$ cat src/rtl/irq_seq_pkg.sv
package irq_seq_pkg;

  typedef enum logic [2:0] {
    OP_SWI = 3'd0,
    OP_REG = 3'd1,
    OP_DIS = 3'd2,
    OP_ENA = 3'd3,
    OP_ILL = 3'd4
  } reqOp_e;

  typedef enum logic [2:0] {
    AS_START_LO,
    AS_START_HI,
    AS_STK_LO,
    AS_STK_HI,
    AS_VEC_LO,
    AS_VEC_HI,
    AS_PUSH
  } addrSel_e;

  typedef struct packed {
    logic     memRd;
    logic     memWr;
    addrSel_e addrSel;
    logic     capTgtLo;
    logic     capTgtHi;
    logic     capStkLo;
    logic     capStkHi;
    logic     pushHi;
    logic     spInc;
    logic     startEntry;
    logic     commit;
    logic     pcLoad;
  } strobe_t;

endpackage

$ cat src/rtl/irq_slot_table.sv
module irq_slot_table #(
  parameter int NUM_IDS = 16,
  parameter int ID_W    = 4,
  parameter int DATA_W  = 8
) (
  input  logic              clk,
  input  logic              rstN,
  input  logic              allocDo,
  input  logic [1:0]        allocCfg,
  input  logic [ID_W-1:0]   swId,
  input  logic              busIrq,
  input  logic [ID_W-1:0]   busId,
  input  logic [DATA_W-1:0] busData,
  input  logic              setPendSw,
  input  logic [ID_W-1:0]   setPendId,
  input  logic              clrPend,
  input  logic [ID_W-1:0]   clrPendId,
  output logic              allocOk,
  output logic [ID_W-1:0]   allocId,
  output logic              swAllowed,
  output logic              pendAny,
  output logic [ID_W-1:0]   pendId,
  output logic [DATA_W-1:0] pendData,
  output logic              pendHasData
);

  logic [NUM_IDS-1:0] used, alSw, alBus, pend, pendBus;
  logic [DATA_W-1:0]  pendDat [NUM_IDS];
  logic [NUM_IDS-1:0] allocHit, setHit, clrHit, busHit;

  for (genvar g = 0; g < NUM_IDS; g++) begin : gDecode
    assign allocHit[g] = allocDo && (allocId == ID_W'(g));
    assign setHit[g]   = setPendSw && (setPendId == ID_W'(g));
    assign clrHit[g]   = clrPend && (clrPendId == ID_W'(g));
    assign busHit[g]   = busIrq && (busId == ID_W'(g)) && alBus[g];
  end

  always_comb begin
    allocId = '0;
    allocOk = 1'b0;
    for (int i = NUM_IDS - 1; i >= 1; i--) begin
      if (!used[i]) begin
        allocId = ID_W'(i);
        allocOk = 1'b1;
      end
    end
  end

  always_comb begin
    pendId = '0;
    for (int i = NUM_IDS - 1; i >= 0; i--) begin
      if (pend[i]) pendId = ID_W'(i);
    end
  end

  assign pendAny     = |pend;
  assign pendData    = pendDat[pendId];
  assign pendHasData = pendBus[pendId];
  assign swAllowed   = alSw[swId];

  always_ff @(posedge clk or negedge rstN) begin
    if (!rstN) begin
      used    <= NUM_IDS'(1);
      alSw    <= '0;
      alBus   <= '0;
      pend    <= '0;
      pendBus <= '0;
      for (int i = 0; i < NUM_IDS; i++) pendDat[i] <= '0;
    end else begin
      for (int i = 0; i < NUM_IDS; i++) begin
        if (allocHit[i]) begin
          used[i]  <= 1'b1;
          alSw[i]  <= allocCfg[0];
          alBus[i] <= allocCfg[1];
        end
        if (clrHit[i]) pend[i] <= 1'b0;
        if (setHit[i]) begin
          pend[i]    <= 1'b1;
          pendBus[i] <= 1'b0;
        end
        if (busHit[i]) begin
          pend[i]    <= 1'b1;
          pendBus[i] <= 1'b1;
          pendDat[i] <= busData;
        end
      end
    end
  end

  AST_ALLOC_FREE: assert property (@(posedge clk) disable iff (!rstN)
    allocDo |-> (!used[allocId] && allocId != '0)) else $error("alloc of used id");

endmodule

$ cat src/rtl/irq_seq_ctrl.sv
module irq_seq_ctrl
  import irq_seq_pkg::*;
#(
  parameter int NUM_IDS = 16,
  parameter int ID_W    = 4,
  parameter int DATA_W  = 8
) (
  input  logic              clk,
  input  logic              rstN,
  input  logic              reqValid,
  input  logic [2:0]        reqOp,
  input  logic [DATA_W-1:0] reqArg,
  input  logic              swAllowed,
  input  logic              pendAny,
  input  logic [ID_W-1:0]   pendId,
  input  logic [DATA_W-1:0] pendData,
  input  logic              pendHasData,
  input  logic              allocOk,
  input  logic [ID_W-1:0]   allocId,
  output strobe_t           st,
  output logic              reqAck,
  output logic [DATA_W-1:0] reqResult,
  output logic              irqEnable,
  output logic              busy,
  output logic [ID_W-1:0]   entryId,
  output logic [DATA_W-1:0] entryData,
  output logic              entryHasData,
  output logic              setPendSw,
  output logic [ID_W-1:0]   setPendId,
  output logic              clrPend,
  output logic              allocDo
);

  typedef enum logic [3:0] {
    S_BOOT0, S_BOOT1, S_BOOT2, S_BOOT3, S_IDLE, S_REG,
    S_STK0, S_STK1, S_VEC0, S_VEC1, S_PUSH0, S_PUSH1
  } state_e;

  state_e state, nextState;
  logic   ena, enaSet, enaClr;
  logic   ackPend, ackPendNext;
  logic   argInRange, permitted;
  reqOp_e op;

  assign op         = reqOp_e'(reqOp);
  assign argInRange = (reqArg[DATA_W-1:ID_W] == '0);
  assign permitted  = (op == OP_ILL) || (argInRange && swAllowed);
  assign irqEnable  = ena;
  assign busy       = (state != S_IDLE);

  always_comb begin
    st           = '0;
    nextState    = state;
    reqAck       = 1'b0;
    reqResult    = '0;
    enaSet       = 1'b0;
    enaClr       = 1'b0;
    entryId      = '0;
    entryData    = '0;
    entryHasData = 1'b0;
    setPendSw    = 1'b0;
    setPendId    = '0;
    clrPend      = 1'b0;
    allocDo      = 1'b0;
    ackPendNext  = ackPend;
    unique case (state)
      S_BOOT0: begin st.memRd = 1'b1; st.addrSel = AS_START_LO; nextState = S_BOOT1; end
      S_BOOT1: begin
        st.memRd = 1'b1; st.addrSel = AS_START_HI; st.capTgtLo = 1'b1; nextState = S_BOOT2;
      end
      S_BOOT2: begin st.capTgtHi = 1'b1; nextState = S_BOOT3; end
      S_BOOT3: begin st.pcLoad = 1'b1; nextState = S_IDLE; end
      S_IDLE: begin
        if (reqValid) begin
          case (op)
            OP_ENA: begin reqAck = 1'b1; enaSet = 1'b1; end
            OP_DIS: begin reqAck = 1'b1; enaClr = 1'b1; end
            OP_REG: nextState = S_REG;
            OP_SWI, OP_ILL: begin
              if (!permitted) begin
                reqAck = 1'b1;
              end else if (!ena) begin
                reqAck    = 1'b1;
                setPendSw = 1'b1;
                setPendId = (op == OP_ILL) ? '0 : reqArg[ID_W-1:0];
              end else begin
                st.startEntry = 1'b1;
                entryId       = (op == OP_ILL) ? '0 : reqArg[ID_W-1:0];
                ackPendNext   = 1'b1;
                nextState     = S_STK0;
              end
            end
            default: reqAck = 1'b1;
          endcase
        end else if (ena && pendAny) begin
          st.startEntry = 1'b1;
          entryId       = pendId;
          entryData     = pendData;
          entryHasData  = pendHasData;
          clrPend       = 1'b1;
          ackPendNext   = 1'b0;
          nextState     = S_STK0;
        end
      end
      S_REG: begin
        reqAck    = 1'b1;
        allocDo   = allocOk;
        reqResult = allocOk ? DATA_W'(allocId) : '1;
        nextState = S_IDLE;
      end
      S_STK0: begin st.memRd = 1'b1; st.addrSel = AS_STK_LO; nextState = S_STK1; end
      S_STK1: begin
        st.memRd = 1'b1; st.addrSel = AS_STK_HI; st.capStkLo = 1'b1; nextState = S_VEC0;
      end
      S_VEC0: begin
        st.memRd = 1'b1; st.addrSel = AS_VEC_LO; st.capStkHi = 1'b1; nextState = S_VEC1;
      end
      S_VEC1: begin
        st.memRd = 1'b1; st.addrSel = AS_VEC_HI; st.capTgtLo = 1'b1; nextState = S_PUSH0;
      end
      S_PUSH0: begin
        st.memWr = 1'b1; st.addrSel = AS_PUSH; st.capTgtHi = 1'b1; st.spInc = 1'b1;
        nextState = S_PUSH1;
      end
      S_PUSH1: begin
        st.memWr  = 1'b1; st.addrSel = AS_PUSH; st.pushHi = 1'b1; st.spInc = 1'b1;
        st.commit = 1'b1; st.pcLoad = 1'b1;
        reqAck    = ackPend;
        enaClr    = 1'b1;
        nextState = S_IDLE;
      end
      default: nextState = S_IDLE;
    endcase
  end

  always_ff @(posedge clk or negedge rstN) begin
    if (!rstN) begin
      state   <= S_BOOT0;
      ena     <= 1'b0;
      ackPend <= 1'b0;
    end else begin
      state   <= nextState;
      ackPend <= ackPendNext;
      if (enaSet)      ena <= 1'b1;
      else if (enaClr) ena <= 1'b0;
    end
  end

  AST_ACK_NEEDS_REQ: assert property (@(posedge clk) disable iff (!rstN)
    reqAck |-> reqValid) else $error("ack without request");

  AST_REG_RESULT: assert property (@(posedge clk) disable iff (!rstN)
    (reqAck && state == S_REG) |->
      (reqResult == '1 || (reqResult != '0 && reqResult < DATA_W'(NUM_IDS))))
    else $error("bad registration result");

  AST_PUSH_PAIR: assert property (@(posedge clk) disable iff (!rstN)
    (st.memWr && !st.pushHi) |=> (st.memWr && st.pushHi && st.pcLoad))
    else $error("push pair broken");

endmodule

$ cat src/rtl/irq_seq_dp.sv
module irq_seq_dp
  import irq_seq_pkg::*;
#(
  parameter int ADDR_W     = 16,
  parameter int DATA_W     = 8,
  parameter int ID_W       = 4,
  parameter int START_ADDR = 0,
  parameter int STACK_ADDR = 2,
  parameter int VEC_ADDR   = 4
) (
  input  logic              clk,
  input  logic              rstN,
  input  strobe_t           st,
  input  logic [DATA_W-1:0] memRdata,
  input  logic [ADDR_W-1:0] curPc,
  input  logic [ID_W-1:0]   entryId,
  input  logic [DATA_W-1:0] entryData,
  input  logic              entryHasData,
  output logic [ADDR_W-1:0] memAddr,
  output logic              memRd,
  output logic              memWr,
  output logic [DATA_W-1:0] memWdata,
  output logic              pcLoad,
  output logic [ADDR_W-1:0] pcValue,
  output logic [DATA_W-1:0] stackPtr,
  output logic [DATA_W-1:0] intType,
  output logic [DATA_W-1:0] intData,
  output logic              bankEn
);

  localparam int TYPE_SH = DATA_W - ID_W;

  logic [ADDR_W-1:0] stkBase, target, resumePc;
  logic [ID_W-1:0]   entId;
  logic [DATA_W-1:0] entData;
  logic              entHasData;

  assign memRd   = st.memRd;
  assign memWr   = st.memWr;
  assign pcLoad  = st.pcLoad;
  assign pcValue = target;

  always_comb begin
    unique case (st.addrSel)
      AS_START_LO: memAddr = ADDR_W'(START_ADDR);
      AS_START_HI: memAddr = ADDR_W'(START_ADDR + 1);
      AS_STK_LO:   memAddr = ADDR_W'(STACK_ADDR);
      AS_STK_HI:   memAddr = ADDR_W'(STACK_ADDR + 1);
      AS_VEC_LO:   memAddr = ADDR_W'(VEC_ADDR);
      AS_VEC_HI:   memAddr = ADDR_W'(VEC_ADDR + 1);
      AS_PUSH:     memAddr = stkBase + ADDR_W'(stackPtr);
      default:     memAddr = '0;
    endcase
  end

  assign memWdata = st.pushHi ? resumePc[ADDR_W-1:DATA_W] : resumePc[DATA_W-1:0];

  always_ff @(posedge clk or negedge rstN) begin
    if (!rstN) begin
      stkBase    <= '0;
      target     <= '0;
      resumePc   <= '0;
      entId      <= '0;
      entData    <= '0;
      entHasData <= 1'b0;
      stackPtr   <= '0;
      intType    <= '0;
      intData    <= '0;
      bankEn     <= 1'b0;
    end else begin
      if (st.capStkLo) stkBase[DATA_W-1:0]        <= memRdata;
      if (st.capStkHi) stkBase[ADDR_W-1:DATA_W]   <= memRdata;
      if (st.capTgtLo) target[DATA_W-1:0]         <= memRdata;
      if (st.capTgtHi) target[ADDR_W-1:DATA_W]    <= memRdata;
      if (st.spInc)    stackPtr                   <= stackPtr + 1'b1;
      if (st.startEntry) begin
        resumePc   <= curPc;
        entId      <= entryId;
        entData    <= entryData;
        entHasData <= entryHasData;
      end
      if (st.commit) begin
        intType <= DATA_W'(entId) << TYPE_SH;
        bankEn  <= 1'b1;
        if (entHasData) intData <= entData;
      end
    end
  end

  AST_COMMIT_BANK: assert property (@(posedge clk) disable iff (!rstN)
    st.commit |=> (bankEn && intType[TYPE_SH-1:0] == '0)) else $error("entry commit");

  AST_PUSH_ADJ: assert property (@(posedge clk) disable iff (!rstN)
    (st.memWr && st.pushHi) |-> (memAddr == $past(memAddr) + 1'b1))
    else $error("push bytes not adjacent");

endmodule

$ cat src/rtl/irq_entry_seq.sv
module irq_entry_seq
  import irq_seq_pkg::*;
#(
  parameter int ADDR_W     = 16,
  parameter int DATA_W     = 8,
  parameter int NUM_IDS    = 16,
  parameter int ID_W       = $clog2(NUM_IDS),
  parameter int START_ADDR = 0,
  parameter int STACK_ADDR = 2,
  parameter int VEC_ADDR   = 4
) (
  input  logic              clk,
  input  logic              rstN,
  input  logic              reqValid,
  input  logic [2:0]        reqOp,
  input  logic [DATA_W-1:0] reqArg,
  output logic              reqAck,
  output logic [DATA_W-1:0] reqResult,
  input  logic [ADDR_W-1:0] curPc,
  input  logic              busIrq,
  input  logic [ID_W-1:0]   busIrqId,
  input  logic [DATA_W-1:0] busIrqData,
  output logic [ADDR_W-1:0] memAddr,
  output logic              memRd,
  output logic              memWr,
  output logic [DATA_W-1:0] memWdata,
  input  logic [DATA_W-1:0] memRdata,
  output logic              pcLoad,
  output logic [ADDR_W-1:0] pcValue,
  output logic [DATA_W-1:0] stackPtr,
  output logic [DATA_W-1:0] intType,
  output logic [DATA_W-1:0] intData,
  output logic              bankEn,
  output logic              irqEnable,
  output logic              busy
);

  strobe_t           st;
  logic              swAllowed, pendAny, pendHasData, allocOk, allocDo;
  logic              setPendSw, clrPend, entryHasData;
  logic [ID_W-1:0]   pendId, allocId, entryId, setPendId;
  logic [DATA_W-1:0] pendData, entryData;

  irq_seq_ctrl #(.NUM_IDS(NUM_IDS), .ID_W(ID_W), .DATA_W(DATA_W)) ctrl_i (
    .clk, .rstN, .reqValid, .reqOp, .reqArg,
    .swAllowed, .pendAny, .pendId, .pendData, .pendHasData, .allocOk, .allocId,
    .st, .reqAck, .reqResult, .irqEnable, .busy,
    .entryId, .entryData, .entryHasData, .setPendSw, .setPendId, .clrPend, .allocDo
  );

  irq_slot_table #(.NUM_IDS(NUM_IDS), .ID_W(ID_W), .DATA_W(DATA_W)) table_i (
    .clk, .rstN, .allocDo, .allocCfg(reqArg[1:0]), .swId(reqArg[ID_W-1:0]),
    .busIrq, .busId(busIrqId), .busData(busIrqData),
    .setPendSw, .setPendId, .clrPend, .clrPendId(pendId),
    .allocOk, .allocId, .swAllowed, .pendAny, .pendId, .pendData, .pendHasData
  );

  irq_seq_dp #(
    .ADDR_W(ADDR_W), .DATA_W(DATA_W), .ID_W(ID_W),
    .START_ADDR(START_ADDR), .STACK_ADDR(STACK_ADDR), .VEC_ADDR(VEC_ADDR)
  ) dp_i (
    .clk, .rstN, .st, .memRdata, .curPc, .entryId, .entryData, .entryHasData,
    .memAddr, .memRd, .memWr, .memWdata, .pcLoad, .pcValue,
    .stackPtr, .intType, .intData, .bankEn
  );

endmodule

$ cat config.mk
export PLATFORM = sky130hd
export DESIGN_NAME = irq_entry_seq
export DESIGN_NICKNAME = d
export VERILOG_FILES = /design/src/rtl/irq_seq_pkg.sv /design/src/rtl/irq_slot_table.sv /design/src/rtl/irq_seq_ctrl.sv /design/src/rtl/irq_seq_dp.sv /design/src/rtl/irq_entry_seq.sv
export SDC_FILE = /design/constraint.sdc
export NUM_CORES = 1
export LEC_CHECK = 0
export BUFFER_PORTS_ARGS = -buffer_cell sky130_fd_sc_hd__buf_2
export CELL_PAD_IN_SITES_DETAIL_PLACEMENT = 0
export CELL_PAD_IN_SITES_GLOBAL_PLACEMENT = 1
export CORE_ASPECT_RATIO = 0.7
export CORE_UTILIZATION = 51
export DETAILED_ROUTE_END_ITERATION = 7
export PLACE_DENSITY = 0.87
export SLEW_MARGIN = 20
export SYNTH_ARGS = -nofsm -noshare
export SYNTH_HDL_FRONTEND = slang
export SYNTH_SLANG_ARGS = --single-unit
$ cat constraint.sdc
create_clock -name clk -period 4 [get_ports clk]
set_clock_uncertainty 0.05 [all_clocks]
set_input_delay 0.4 -clock clk [delete_from_list [all_inputs] [get_ports clk]]
set_output_delay 0.4 -clock clk [all_outputs]
set_load 0.01 [all_outputs]
==> key figures <==
Run status
  – Status: complete, no violations

Power
  – Worst-case vdd ir drop: 0.491 mV
  – Switching power as a share of total power: between 30% and 40%
  – Cell-internal power: 6890 uW
  – Portion of total power attributed to combinational logic: between 30% and 40%
  – Power density of the placed cells: approximately 700 mW/mm^2
  – Leakage power figure: about 0.0077 uW
  – Share of total power in the clock network: roughly 24%
  – Net switching component of the power: ~4000 uW
  – Fraction of power consumed by sequential logic: 40.1%

Worst setup path
  – Register-to-register path setup slack: 1.00 ns
  – Nature of the critical path startpoint: register
  – Endpoint kind of the worst setup timing path: output pin
  – Largest fanout on the critical path: 5
  – Data required time at the worst endpoint: 3.55 ns
  – Category of the critical setup timing path: reg2out
  – Arrival time at the worst endpoint: 3.25 ns

Timing
  – Min cycle time layout: 3.70 ns
  – Final-layout setup total negative slack: 0 ns
  – Final slew viol count: 0
  – Number of hold-slack violations in the final timing report: 0
  – Setup-failing EPs final: 0
  – Setup WS post-layout: approximately 0.30 ns
  – RSZ-0062 raised after global routing: false
  – Transition time at the pin with the least slew margin: 1.09 ns
  – Period utilization: just over 90%
  – Fmax: ~0.27 GHz
  – Relative max-transition margin: a little over a quarter

Floorplan
  – Boundary Pins: 130
  – Core Region: between 0.02 and 0.03 sq mm
  – Chip width: 199 um
  – Height of the die: about 140 um
  – Starting density of the core: approximately 52%
  – Cell row count: 50
  – Overall die area: 0.0279 sq mm

Clock tree
  – Maximum clock path buffer count: 3
  – Latest clock arrival within the worst-skew pair: about 0.56 ns
  – CTS clk-pin slew, worst paths: approximately 0.06 ns
  – Clock Sink Count: between 200 and 300
  – Clock tree from TritonCTS: yes
  – Clock root buffer: sky130_fd_sc_hd__clkbuf_16
  – Number of buffers added by the clock tree synthesis step: 29
  – Number of H-tree branching levels: 1

Drt
  – Detailed-route DRC error count: 0
  – Average wire per standard cell: 19.8 um
  – Count of routing violations after the opening detailed-route iteration: between 800 and 900
  – Number of nets with antenna violations after routing: 0
  – Overall via count from detail_route: ~10000
  – Routed WL: about 35000 um
  – Average via count per standard cell: around 5.8
  – DRT Pass-1 Iters: 5

Global routing
  – Leftover overflow at the end of global routing: 0
  – Via count of the first global-routing pass: ~9800
  – Largest net degree at the start of global routing: between 100 and 150
  – Total routing usage reported by global routing: between 20 and 30%
  – Initial antenna violation count: 0
  – Wire length of the first global-routing pass: between 50000 and 60000 um

Synth
  – Number of warnings printed during yosys synthesis: 0
  – Synth unique cells: 70
  – Area contributors post-synth: sky130_fd_sc_hd__dfrtp_1 53%, sky130_fd_sc_hd__mux2_2 16%, sky130_fd_sc_hd__nand2_1 6.9%
  – Flip-flop and latch count after synthesis: between 200 and 300
  – Area share of the largest cell type after synthesis: a little over half
  – Yosys top cell by area: sky130_fd_sc_hd__dfrtp_1
  – Post-synth ARST share: 100%
  – Commonest register cell after synthesis: sky130_fd_sc_hd__dfrtp_1
  – Avg Cell Area, Syn: approximately 11 sq um
  – Count of flip-flops with a built-in enable after synthesis: 0
  – Sequential area share after synthesis: between 50% and 60%
  – Post-synthesis cell count: around 1300
  – Cell Area, Synth: 0.0139 sq mm

Layout
  – Fraction of layout instances using a drive strength above 1: approximately 30%
  – Total Nets Final: between 1000 and 1500
  – Commonest cells after routing, fill and taps aside: 295 x sky130_fd_sc_hd__dfrtp_1, 255 x sky130_fd_sc_hd__nand2_1, 198 x sky130_fd_sc_hd__mux2_2, 124 x sky130_fd_sc_hd__buf_2, 56 x sky130_fd_sc_hd__a21oi_1
  – Most common cell after layout, fill and taps aside: sky130_fd_sc_hd__dfrtp_1
  – Cell area after layout: around 0.016 sq mm
  – Fill cell instance count of the final layout: roughly 2300
  – Post-synthesis to final-layout area growth: 13.4%
  – Antenna Cells: 0

Placed design
  – Placed wire-length estimate: about 24000 um
  – Pre-CTS worst setup slack: 0.736 ns
  – Count of buffers from port buffering: around 130
  – Last weighted congestion value of the routability-driven placer: ~0.9
  – Post-placement cell area: between 0.01 and 0.015 sq mm

Run
  – Max-cap viol count: 0

Hold path
  – Worst hold path type: in2reg
per-stage QoR:
stage | hold WS [ns] | total power, uW | util, % | std cells
finish | 0.0103 | 11000 | 58.9 | 1759
global route | 0.0127 | 11600 | 58.9 | 1759
CTS | 0.000961 | 11000 | 58.9 | 1759
detailed placement | 0.319 | 8280 | 55.3 | 1707
global placement | 0.315 | 8200 | 55.3 | 1707
floorplan | 0.0544 | 7010 | - | 1275
cell families (layout without fill, tap and decap cells):
| group | count (synthesis) | after routing | synth area share [%] |
|---|---|---|---|
| multiplexers | 209 | 209 | 17.4 |
| AND/OR/NAND/NOR | 476 | 476 | 15.9 |
| AO/OA/AOI/OAI | 173 | 173 | 8.35 |
| other | 1 | 4 | 0.0270 |
| XOR/XNOR | 21 | 21 | 1.32 |
| adder cells (fa/ha/maj) | 10 | 10 | 0.954 |
| buffers and inverters | 87 | 207 | 2.97 |
| flip-flops | 295 | 295 | 53.1 |
registers in the layout, summed over array words and instances, names as in the netlist, 15 cells and up:
| name | count |
|---|---|
| table_i.used | 15 |
| table_i.alSw | 16 |
| dp_i.stkBase | 16 |
| dp_i.resumePc | 16 |
| table_i.pendBus | 16 |
| dp_i.pcValue | 16 |
| table_i.alBus | 16 |
| table_i.pend | 16 |
| table_i.pendDat | 128 |
timing repair:
| item | 4_1_cts | 5_1_grt |
|---|---|---|
| resized for setup | 0 | 3 |
| hold buffers | 4 | 0 |
| setup buffers | 0 | 0 |
| endpoints found under the hold margin | 108 | 0 |
| setup endpoints to repair | 0 | 3 |
power groups by stage:
stage | Combinational (uW) | Clock (uW) | Sequential (uW)
finish | 3900 | 2660 | 4390
CTS | 3890 | 2700 | 4380
floorplan | 2760 | 0 | 4250
detailed placement | 3860 | 0 | 4420
global route | 4310 | 2810 | 4490
global placement | 3810 | 0 | 4400
layout make-up:
cell class              instances  area [sq um]  share of cell area (%)
flip-flops and latches        295          7380                    46.8
repair buffers                144           813                    5.16
clock inverters                 7          68.8                   0.436
multi-input cells             893          6140                    39.0
well taps                     364           455                    2.89
inverters                      15          56.3                   0.357
clock buffers                  41           851                    5.39
layer usage:
layer	vias up	track usage (%)	routed length [um]
li1	4670	-	-
met1	5147	41.6	17300
met2	334	34.8	14300
met3	51	5.37	2590
met4	0	5.42	680
met5	-	0	0
critical path: stages, from the launching register on:
cell	delay (ns)
sky130_fd_sc_hd__dfrtp_1	0.44
sky130_fd_sc_hd__ha_1	0.26
sky130_fd_sc_hd__fa_1	0.44
sky130_fd_sc_hd__a21o_1	0.17
sky130_fd_sc_hd__a21oi_1	0.22
sky130_fd_sc_hd__o21bai_1	0.13
sky130_fd_sc_hd__a2111oi_2	0.42
sky130_fd_sc_hd__nor3_2	0.14
sky130_fd_sc_hd__nand3_1	0.12
sky130_fd_sc_hd__xor2_1	0.15
sky130_fd_sc_hd__nor2_1	0.05
sky130_fd_sc_hd__buf_2	0.16
final timing paths:
kind | cells past startpoint | end | start
setup / recovery | 11 | memAddr[10] | dp_i.stackPtr[0]$_DFFE_PN0P_
hold / removal | 3 | dp_i.resumePc[6]$_DFFE_PN0P_ | curPc[6]
setup reg to reg | 7 | table_i.pendBus[4]$_DFFE_PN0P_ | ctrl_i.state[2]$_DFFE_PN0P_
hold reg to reg | 0 | table_i.alSw[0]$_DFFE_PN0P_ | table_i.alSw[0]$_DFFE_PN0P_
max in group asynchronous | 3 | table_i.pendDat[82]$_DFFE_PN0P_ | rstN
min in group asynchronous | 2 | table_i.used[11]$_DFFE_PN0P_ | rstN
cell usage after synthesis, drive strengths merged, types with 13 or more instances:
master,count
mux2,198
nand2,256
and3,30
nor2,54
a21oi,56
nor3,13
nand3,44
a21o,19
dfrtp,295
o21ai,27
inv,15
clkbuf,45
buf,27
nand2b,13
a22oi,16
a31oi,15
No activity file was read; power rests on OpenSTA's default activity.
